**config.mk**
```make
export PLATFORM = sky130hd
export DESIGN_NAME = psimd_alu
export DESIGN_NICKNAME = d
export VERILOG_FILES = /design/src/rtl/psimd_pkg.sv /design/src/rtl/psimd_segadd.sv /design/src/rtl/psimd_satclamp.sv /design/src/rtl/psimd_alu.sv
export SDC_FILE = /design/constraint.sdc
export NUM_CORES = 1
export LEC_CHECK = 0
export BUFFER_PORTS_ARGS = -buffer_cell sky130_fd_sc_hd__buf_2
export CAP_MARGIN = 20
export CORE_ASPECT_RATIO = 0.6
export CORE_UTILIZATION = 35
export DETAILED_ROUTE_END_ITERATION = 8
export PLACE_DENSITY = 0.56
export SLEW_MARGIN = 20
export SYNTH_ARGS = -nofsm -noshare
export SYNTH_HDL_FRONTEND = slang
export SYNTH_HIERARCHICAL = 1
export SYNTH_SLANG_ARGS = --single-unit
```
**constraint.sdc**
```tcl
create_clock -name clk -period 0.8 [get_ports clk]
set_input_delay 0.08 -clock clk [delete_from_list [all_inputs] [get_ports clk]]
set_output_delay 0.08 -clock clk [all_outputs]
set_load 0.02 [all_outputs]
```
**src/rtl/psimd_pkg.sv**
```systemverilog
package psimd_pkg;
    typedef enum logic [1:0] {
        LANE8   = 2'd0,
        LANE16  = 2'd1,
        LANE32  = 2'd2,
        LANE32X = 2'd3
    } lane_sel_e;
endpackage

```
**src/rtl/psimd_segadd.sv**
```systemverilog
module psimd_segadd
    import psimd_pkg::*;
#(
    parameter int DATA_W = 64,
    parameter int BYTE_W = 8
) (
    input  logic [DATA_W-1:0]        a,
    input  logic [DATA_W-1:0]        b,
    input  lane_sel_e                lane_sel,
    input  logic                     sub,
    output logic [DATA_W-1:0]        sum,
    output logic [DATA_W/BYTE_W-1:0] byte_cout,
    output logic [DATA_W/BYTE_W-1:0] byte_ovf,
    output logic [DATA_W/BYTE_W-1:0] byte_aneg
);
    localparam int NB = DATA_W / BYTE_W;

    for (genvar i = 0; i < NB; i++) begin : g_byte
        localparam bit START16 = (i % 2) == 0;
        localparam bit START32 = (i % 4) == 0;
        logic              seg_start;
        logic              cin;
        logic [BYTE_W-1:0] a_b;
        logic [BYTE_W-1:0] b_x;
        logic [BYTE_W:0]   ext;

        assign a_b = a[i*BYTE_W +: BYTE_W];
        assign b_x = b[i*BYTE_W +: BYTE_W] ^ {BYTE_W{sub}};

        always_comb begin
            case (lane_sel)
                LANE8:   seg_start = 1'b1;
                LANE16:  seg_start = START16;
                default: seg_start = START32;
            endcase
        end

        if (i == 0) begin : g_first
            assign cin = sub;
        end else begin : g_rest
            assign cin = seg_start ? sub : byte_cout[i-1];
        end

        assign ext = {1'b0, a_b} + {1'b0, b_x} + {{BYTE_W{1'b0}}, cin};
        assign sum[i*BYTE_W +: BYTE_W] = ext[BYTE_W-1:0];
        assign byte_cout[i] = ext[BYTE_W];
        // carry into the sign bit differs from carry out on signed overflow
        assign byte_ovf[i]  = ext[BYTE_W] ^ (ext[BYTE_W-1] ^ a_b[BYTE_W-1] ^ b_x[BYTE_W-1]);
        assign byte_aneg[i] = a_b[BYTE_W-1];
    end
endmodule

```
**src/rtl/psimd_satclamp.sv**
```systemverilog
module psimd_satclamp
    import psimd_pkg::*;
#(
    parameter int DATA_W = 64,
    parameter int BYTE_W = 8
) (
    input  logic [DATA_W-1:0]        sum,
    input  logic [DATA_W/BYTE_W-1:0] byte_cout,
    input  logic [DATA_W/BYTE_W-1:0] byte_ovf,
    input  logic [DATA_W/BYTE_W-1:0] byte_aneg,
    input  lane_sel_e                lane_sel,
    input  logic                     sub,
    input  logic                     sat,
    input  logic                     sat_signed,
    output logic [DATA_W-1:0]        res
);
    localparam int NB = DATA_W / BYTE_W;
    localparam logic [BYTE_W-1:0] ONES = {BYTE_W{1'b1}};
    localparam logic [BYTE_W-1:0] SMAX = {1'b0, {(BYTE_W-1){1'b1}}};
    localparam logic [BYTE_W-1:0] SMIN = {1'b1, {(BYTE_W-1){1'b0}}};

    for (genvar i = 0; i < NB; i++) begin : g_byte
        localparam int T16 = i | 1;
        localparam int T32 = i | 3;
        logic              cout_t, ovf_t, neg_t, top;
        logic              u_clip, s_clip;
        logic [BYTE_W-1:0] byte_d;

        // flags come from the most significant byte of the lane holding byte i
        always_comb begin
            case (lane_sel)
                LANE8: begin
                    cout_t = byte_cout[i];
                    ovf_t  = byte_ovf[i];
                    neg_t  = byte_aneg[i];
                    top    = 1'b1;
                end
                LANE16: begin
                    cout_t = byte_cout[T16];
                    ovf_t  = byte_ovf[T16];
                    neg_t  = byte_aneg[T16];
                    top    = (T16 == i);
                end
                default: begin
                    cout_t = byte_cout[T32];
                    ovf_t  = byte_ovf[T32];
                    neg_t  = byte_aneg[T32];
                    top    = (T32 == i);
                end
            endcase
        end

        always_comb begin
            u_clip = sat && !sat_signed && (sub ? !cout_t : cout_t);
            s_clip = sat && sat_signed && ovf_t;
            byte_d = sum[i*BYTE_W +: BYTE_W];
            if (u_clip) begin
                byte_d = sub ? '0 : ONES;
            end else if (s_clip) begin
                if (neg_t) byte_d = top ? SMIN : '0;
                else       byte_d = top ? SMAX : ONES;
            end
        end

        assign res[i*BYTE_W +: BYTE_W] = byte_d;
    end
endmodule

```
**src/rtl/psimd_alu.sv**
```systemverilog
module psimd_alu
    import psimd_pkg::*;
#(
    parameter int DATA_W = 64,
    parameter int BYTE_W = 8
) (
    input  logic              clk,
    input  logic              rst_n,
    input  logic              in_valid,
    input  logic [DATA_W-1:0] a_i,
    input  logic [DATA_W-1:0] b_i,
    input  logic [1:0]        lane_sel_i,
    input  logic              sub_i,
    input  logic              sat_i,
    input  logic              sat_signed_i,
    output logic [DATA_W-1:0] res_o,
    output logic              out_valid_o
);
    localparam int NB = DATA_W / BYTE_W;

    typedef struct packed {
        logic [DATA_W-1:0] res;
        logic              vld;
    } state_t;

    state_t            st_d, st_q;
    lane_sel_e         lane_sel;
    logic [DATA_W-1:0] sum, lane_res;
    logic [NB-1:0]     byte_cout, byte_ovf, byte_aneg;

    assign lane_sel = lane_sel_e'(lane_sel_i);

    psimd_segadd #(.DATA_W(DATA_W), .BYTE_W(BYTE_W)) u_add (
        .a(a_i), .b(b_i), .lane_sel(lane_sel), .sub(sub_i),
        .sum(sum), .byte_cout(byte_cout), .byte_ovf(byte_ovf), .byte_aneg(byte_aneg)
    );

    psimd_satclamp #(.DATA_W(DATA_W), .BYTE_W(BYTE_W)) u_clamp (
        .sum(sum), .byte_cout(byte_cout), .byte_ovf(byte_ovf), .byte_aneg(byte_aneg),
        .lane_sel(lane_sel), .sub(sub_i), .sat(sat_i), .sat_signed(sat_signed_i),
        .res(lane_res)
    );

    always_comb begin
        st_d     = st_q;
        st_d.vld = in_valid;
        if (in_valid) st_d.res = lane_res;
    end

    always_ff @(posedge clk or negedge rst_n) begin
        if (!rst_n) st_q <= '0;
        else        st_q <= st_d;
    end

    assign res_o       = st_q.res;
    assign out_valid_o = st_q.vld;


    vld_follow_chk: assert property (@(posedge clk) disable iff (!rst_n)
        in_valid |=> out_valid_o);

    vld_idle_chk: assert property (@(posedge clk) disable iff (!rst_n)
        !in_valid |=> !out_valid_o);

    hold_chk: assert property (@(posedge clk) disable iff (!rst_n)
        !in_valid |=> $stable(res_o));

    low_byte_wrap_chk: assert property (@(posedge clk) disable iff (!rst_n)
        (in_valid && !sat_i && !sub_i) |=>
        res_o[BYTE_W-1:0] == $past(a_i[BYTE_W-1:0] + b_i[BYTE_W-1:0]));

    usat_floor_chk: assert property (@(posedge clk) disable iff (!rst_n)
        (in_valid && sat_i && !sat_signed_i && !sub_i && lane_sel_i == 2'd0) |=>
        res_o[BYTE_W-1:0] >= $past(a_i[BYTE_W-1:0]));
endmodule

```
After elaboration in Yosys (flattened, before gate mapping):

Index checks and enable logic that the tools add are counted.

* bitwise operators: 32
* multiplexer cells: 63
* equality and inequality tests: 1
* reduce and logical (&&, ||, !) cells: 29
* add/sub/neg operators: 16

Operator list (count)
* 8-bit two-way mux: 29
* 8-bit by 8-bit adder with 9-bit output: 8
* 9-bit by 1-bit adder with 9-bit output: 8
* 8-bit bitwise XOR: 8
* 1-bit two-way mux: 28
* 1-bit bitwise XOR: 24
* 1-bit logical AND: 18
* 1-bit one-hot mux with 2 select lines: 6
* 1-bit zero test: 9
* 2-bit by 1-bit == test with 1-bit output, second input constant: 1
* 2-bit zero test: 1
* 2-bit OR reduction: 1

* register bits: 65
* word-level logic and storage cells: 143
* input port bits: 136

Longest topological paths before layout:

* depth in word-level cells: 16
* mapped depth: 38

Cells and area by module:

The synthesis kept the hierarchy.

Modules (own cells, without submodules)
* psimd_segadd: area each 3583.4 um^2, cells an instance 452, instances 1, seq. area each 0.0 um^2
* psimd_alu: area each 2703.8 um^2, cells an instance 136, instances 1, seq. area each 1626.6 um^2
* psimd_satclamp: area each 1595.3 um^2, cells an instance 257, instances 1, seq. area each 0.0 um^2

Worst setup path before layout:

Ideal clock, no wire load.

* path kind: in2reg
* start: input port sub_i
* end: register st_q (netlist bit res_o[21])
* setup slack: -7.129 ns
* arrival time: 7.804 ns
* stages on the path: 38
* path through: buf_2 > buf_4 > buf_2 > buf_2 > xor2_1 > ha_1 > nor2b_1 > o31a_1 > o41a_1 > a21o_1 > o21ai_0 > fa_1 > fa_1 > nor2b_1 > o31a_1 > o22ai_1 > nand2_1 > o21ai_0 > [2 not listed] > nor2b_1 > o31a_1 > o22ai_1 > a21oi_1 > fa_1 > fa_1 > a211oi_1 > nor2_1 > nor3_1 > nor2_1 > xnor3_1 > o21a_1 > o21ai_2 > and3b_1 > buf_2 > a21oi_1 > o21ai_0 > mux2_4

* elaborated cells on any way between the ends: 30
* classes of those cells: 8 x add/sub; 9 x mux; 10 x bitwise; 3 x reduce/logical

RTL lines
* from (decl): line psimd_alu.sv:13 `input logic sub_i,`
* 8-bit bitwise XOR: line psimd_segadd.sv:28 `assign b_x = b[i*BYTE_W +: BYTE_W] ^ {BYTE_W{sub}};`
* 8-bit by 8-bit adder with 9-bit output: line psimd_segadd.sv:44 `assign ext = {1'b0, a_b} + {1'b0, b_x} + {{BYTE_W{1'b0}}, cin};`
* 9-bit by 1-bit adder with 9-bit output (*): line psimd_segadd.sv:44
* via byte_cout[0]: line psimd_alu.sv:29 `logic [NB-1:0] byte_cout, byte_ovf, byte_aneg;`
* 1-bit two-way mux (*): line psimd_segadd.sv:41 `assign cin = seg_start ? sub : byte_cout[i-1];`
* 9-bit by 1-bit adder with 9-bit output (*): line psimd_segadd.sv:44
* 1-bit two-way mux (*): line psimd_segadd.sv:41
* 9-bit by 1-bit adder with 9-bit output (*): line psimd_segadd.sv:44
* [2 not listed]
* via byte_cout[3]: line psimd_alu.sv:29
* 1-bit bitwise XOR (*): line psimd_segadd.sv:48 `assign byte_ovf[i] = ext[BYTE_W] ^ (ext[BYTE_W-1] ^ a_b[BYTE_W-1] ^ b_x[BYTE_W-1]);`
* via byte_ovf[3]: line psimd_alu.sv:29
* 1-bit two-way mux (*): line psimd_satclamp.sv:31 `case (lane_sel)`
* 1-bit logical AND (*): line psimd_satclamp.sv:55 `s_clip = sat && sat_signed && ovf_t;`
* 8-bit two-way mux (*): line psimd_satclamp.sv:59 `end else if (s_clip) begin`
* 8-bit two-way mux (*): line psimd_satclamp.sv:57 `if (u_clip) begin`
* via lane_res[21]: line psimd_alu.sv:28 `logic [DATA_W-1:0] sum, lane_res;`
* to (signal assigned): line psimd_alu.sv:52 `else st_q <= st_d;`
* to (decl): line psimd_alu.sv:26 `state_t st_d, st_q;`

Mark *: on every way through the listed nets, which the timed path passes. The rest lies on a longest branch.
A chain may end at the register's enable or synchronous reset.

Final worst setup path:

* start: input port sub_i
* end: register st_q (netlist bit res_o[17])

Same word-level chain as after synthesis.

==> reports/summary.json <==
{
  "status": "complete, but fails checks",
  "failed_checks": "negative setup slack",
  "postSynth.topFlopCell": "dfrtp_1",
  "power.switching_fraction": 0.379,
  "grt_max_degree": 51,
  "dp_worst_setup_slack_ns": -6.52,
  "detailedPlacementHpwl_um": 19300,
  "timing.final.crit_share": 8.49,
  "r2r_setup_slack_ns": -0.11,
  "max-cap-violations": 0,
  "grt-ovfl-total": 0,
  "grt_antenna_before_repair": 2,
  "synth_seq_area_share": 0.206,
  "cp_slowest_stage_delay_ns": 0.43,
  "synthesis.yosys.warnings": 6,
  "worstSetupStartpoint": "sub_i",
  "maxSlewHeadroom": 0.504,
  "cts_clk_pin_slew_worst_paths_ns": 0.06,
  "drtPass1Iterations": 5,
  "std_cell_rows": 42,
  "sequential_cell_area_um2": 1630,
  "multi_input_comb_area_um2": 6250,
  "timing.critical_path.to_type": "flip-flop",
  "placement.io_buffers": 200,
  "pin_count": 201,
  "crit_type": "primary input to flip-flop",
  "htree_levels": 3,
  "clock.fmax_mhz": 147,
  "tritoncts.num_buffers": 9,
  "drt-total-wl_um": 26000,
  "p_switching_w": 0.0117,
  "drive_gt1_frac": 0.530,
  "synth_area_um2": 7880,
  "area_inside_the_core_boundary_um2": 22100,
  "p_leak_nw": 6.08,
  "first_pass_grt_wire_length_um": 40400,
  "worstReg2RegEnd": "res_o[17]",
  "via_count": 7840,
  "worst-endpoint-arrival_ns": 7.03,
  "via_count_of_the_first_global_routing_pass": 7638,
  "cp-start-kind": "primary input",
  "worst-r2r-cell-count": 2,
  "setup_viol_count_final": 129,
  "clock_tree.buffer_depth": 2,
  "design_power_total_w": 0.0309,
  "min_path_type": "primary input to flip-flop",
  "fp.dieH_um": 118,
  "latest_clock_arrival_within_the_worst_skew_pair_ns": 0.36,
  "synth.net_count": 1051,
  "routed_wire_length_per_instance_um": 16.4,
  "timing.clock.skew_ns": 0,
  "final_net_count": 1504,
  "worstPathMaxFanout": 7,
  "power-per-cell-area_nw_per_um2": 2490,
  "slew_violations": 0,
  "die_x_um": 196,
  "synth-seq-cells": 65,
  "pwr-share-comb": 0.680,
  "intPower_w": 0.0192,
  "critical-path-top-cell-by-count": "fa_2",
  "avgViaCountPerCell": 4.93,
  "drc_errors": 0,
  "grt_setup_unrepaired": "yes",
  "power.share.clock": 0.131,
  "tritoncts": "yes",
  "starting_density_of_the_core": 0.357,
  "power.sequential.fraction": 0.189,
  "area_growth_pct": 57.9,
  "async_flop_share": 1.00,
  "synth.lib_cells_used.distinct": 59,
  "library_cell_contributing_the_largest_single_delay_on_the_critical_path": "fa_2",
  "postSynthAreaPerCell_um2": 9.33,
  "clock_sinks": 65,
  "fp.dieArea_um2": 23100,
  "worst_setup_path_endpoint": "res_o[17]",
  "mostFrequentLayoutCell": "buf_4",
  "most_frequent_cells_in_the_layout": "buf_4 (253), buf_2 (132), buf_6 (86), xor2_1 (72), dfrtp_1 (65)",
  "fin_ws_ns": -5.99,
  "synthesis.instances": 845,
  "vdd_ir_drop_max_uv": 1580,
  "worst_ep_required_time_ns": 1.04,
  "synth_enable_flop_cells": 0,
  "cts_root_buf": "clkbuf_16",
  "timing_hold_violations_final": 0,
  "gp_congestion": 0.915,
  "number_of_instances_on_the_worst_hold_path": 2,
  "overall_fraction_of_global_route_tracks_in_use": 0.222,
  "reg2reg_from": "res_o[17]",
  "layout_filler_cell_count": 2014,
  "worst_slew_pin_slew_ns": 0.743,
  "drt_initial_violations": 423,
  "antenna_left": 0,
  "final_min_period_ns": 6.79
}
Yosys cell counts (10+ instances only):
cell	count	area (µm²)
a21oi_1	75	375
xor2_1	74	648
dfrtp_1	65	1630
mux2_4	61	916
ha_1	56	701
o21ai_0	55	275
xnor2_1	49	429
nor2_1	46	173
inv_1	43	161
nand2_1	30	113
a211oi_1	28	210
o21a_1	24	180
o22ai_1	24	150
nand2b_1	21	131
o21ai_1	19	95.1
nor2b_1	15	93.8
buf_2	14	70.1
fa_1	14	280
mux2i_1	13	130
buf_4	11	82.6
o31a_1	10	87.6
sequential cells by signal (all words and copies together) (netlist names):
register     flops
res_o           64
out_valid_o      1
worst max-delay path: cells and delay by family:
family / cells / cell delay (ns)
XOR/XNOR: 2 / 0.48
AND/OR/NAND/NOR: 8 / 1.19
multiplexers: 1 / 0.27
buffers and inverters: 5 / 0.53
adder cells (fa/ha/maj): 7 / 2.47
AO/OA/AOI/OAI: 15 / 1.97
cell families after synthesis:
logic type,after synthesis,share of synthesized area
buffers and inverters,86,0.0676
AND/OR/NAND/NOR,149,0.0976
adder cells (fa/ha/maj),70,0.124
XOR/XNOR,125,0.142
multiplexers,81,0.143
AO/OA/AOI/OAI,269,0.219
flip-flops,65,0.206
layout make-up:
class | count | share of cell area
antenna | 1 | 0.000201
clock buffer | 13 | 0.0201
clock inverter | 3 | 0.00322
inverter | 43 | 0.0130
multi-input combinational | 696 | 0.502
sequential | 65 | 0.131
tap | 286 | 0.0288
timing repair buffer | 483 | 0.302
power groups by stage:
stage          sequential (W)  combinational [W]  clock (W)
3_3_place_gp          0.00562             0.0161          0
5_1_grt               0.00601             0.0225    0.00432
6_report              0.00584             0.0210    0.00407
3_5_place_dp          0.00561             0.0162          0
2_1_floorplan         0.00722            0.00898          0
4_1_cts               0.00584             0.0201    0.00418
per-layer routing:
metal  GRT usage  part of all wire  wire length [µm]
met5           0           0.00050                13
met4      0.0396            0.0078               203
met3      0.0525             0.057              1490
met2       0.322              0.41             10800
met1       0.333              0.52             13600
through the flow:
stage / hold slack (ns) / std cells / cell area, µm² / TNS, ns / utilization
finish: 0.118 / 1590 / 12400 / -385.61 / 0.564
global route: 0.105 / 1589 / 12400 / -407.73 / 0.564
CTS: 0.0967 / 1569 / 12100 / -383.55 / 0.548
detailed placement: 0.0627 / 1495 / 10700 / -403.19 / 0.483
global placement: 0.0643 / 1495 / 10700 / -392.52 / 0.483
floorplan: -0.216 / 845 / 8130 / -387.69 / -
worst min-delay path by stage:
stage,slack [ns],to,from
finish,0.12,out_valid_o,in_valid
global route,0.11,out_valid_o,in_valid
global placement,0.06,res_o[49],rst_n
floorplan,-0.22,out_valid_o,rst_n
CTS,0.1,out_valid_o,in_valid
detailed placement,0.06,res_o[49],rst_n
timing repair:
action	CTS	global route
resized for setup	216	39
gates cloned	2	2
setup endpoints to repair	129	129
pin swaps	48	40
hold buffers	1	0
buffers inserted	56	20
endpoints found under the hold margin	65	0
No activity file was read; power rests on OpenSTA's default activity.
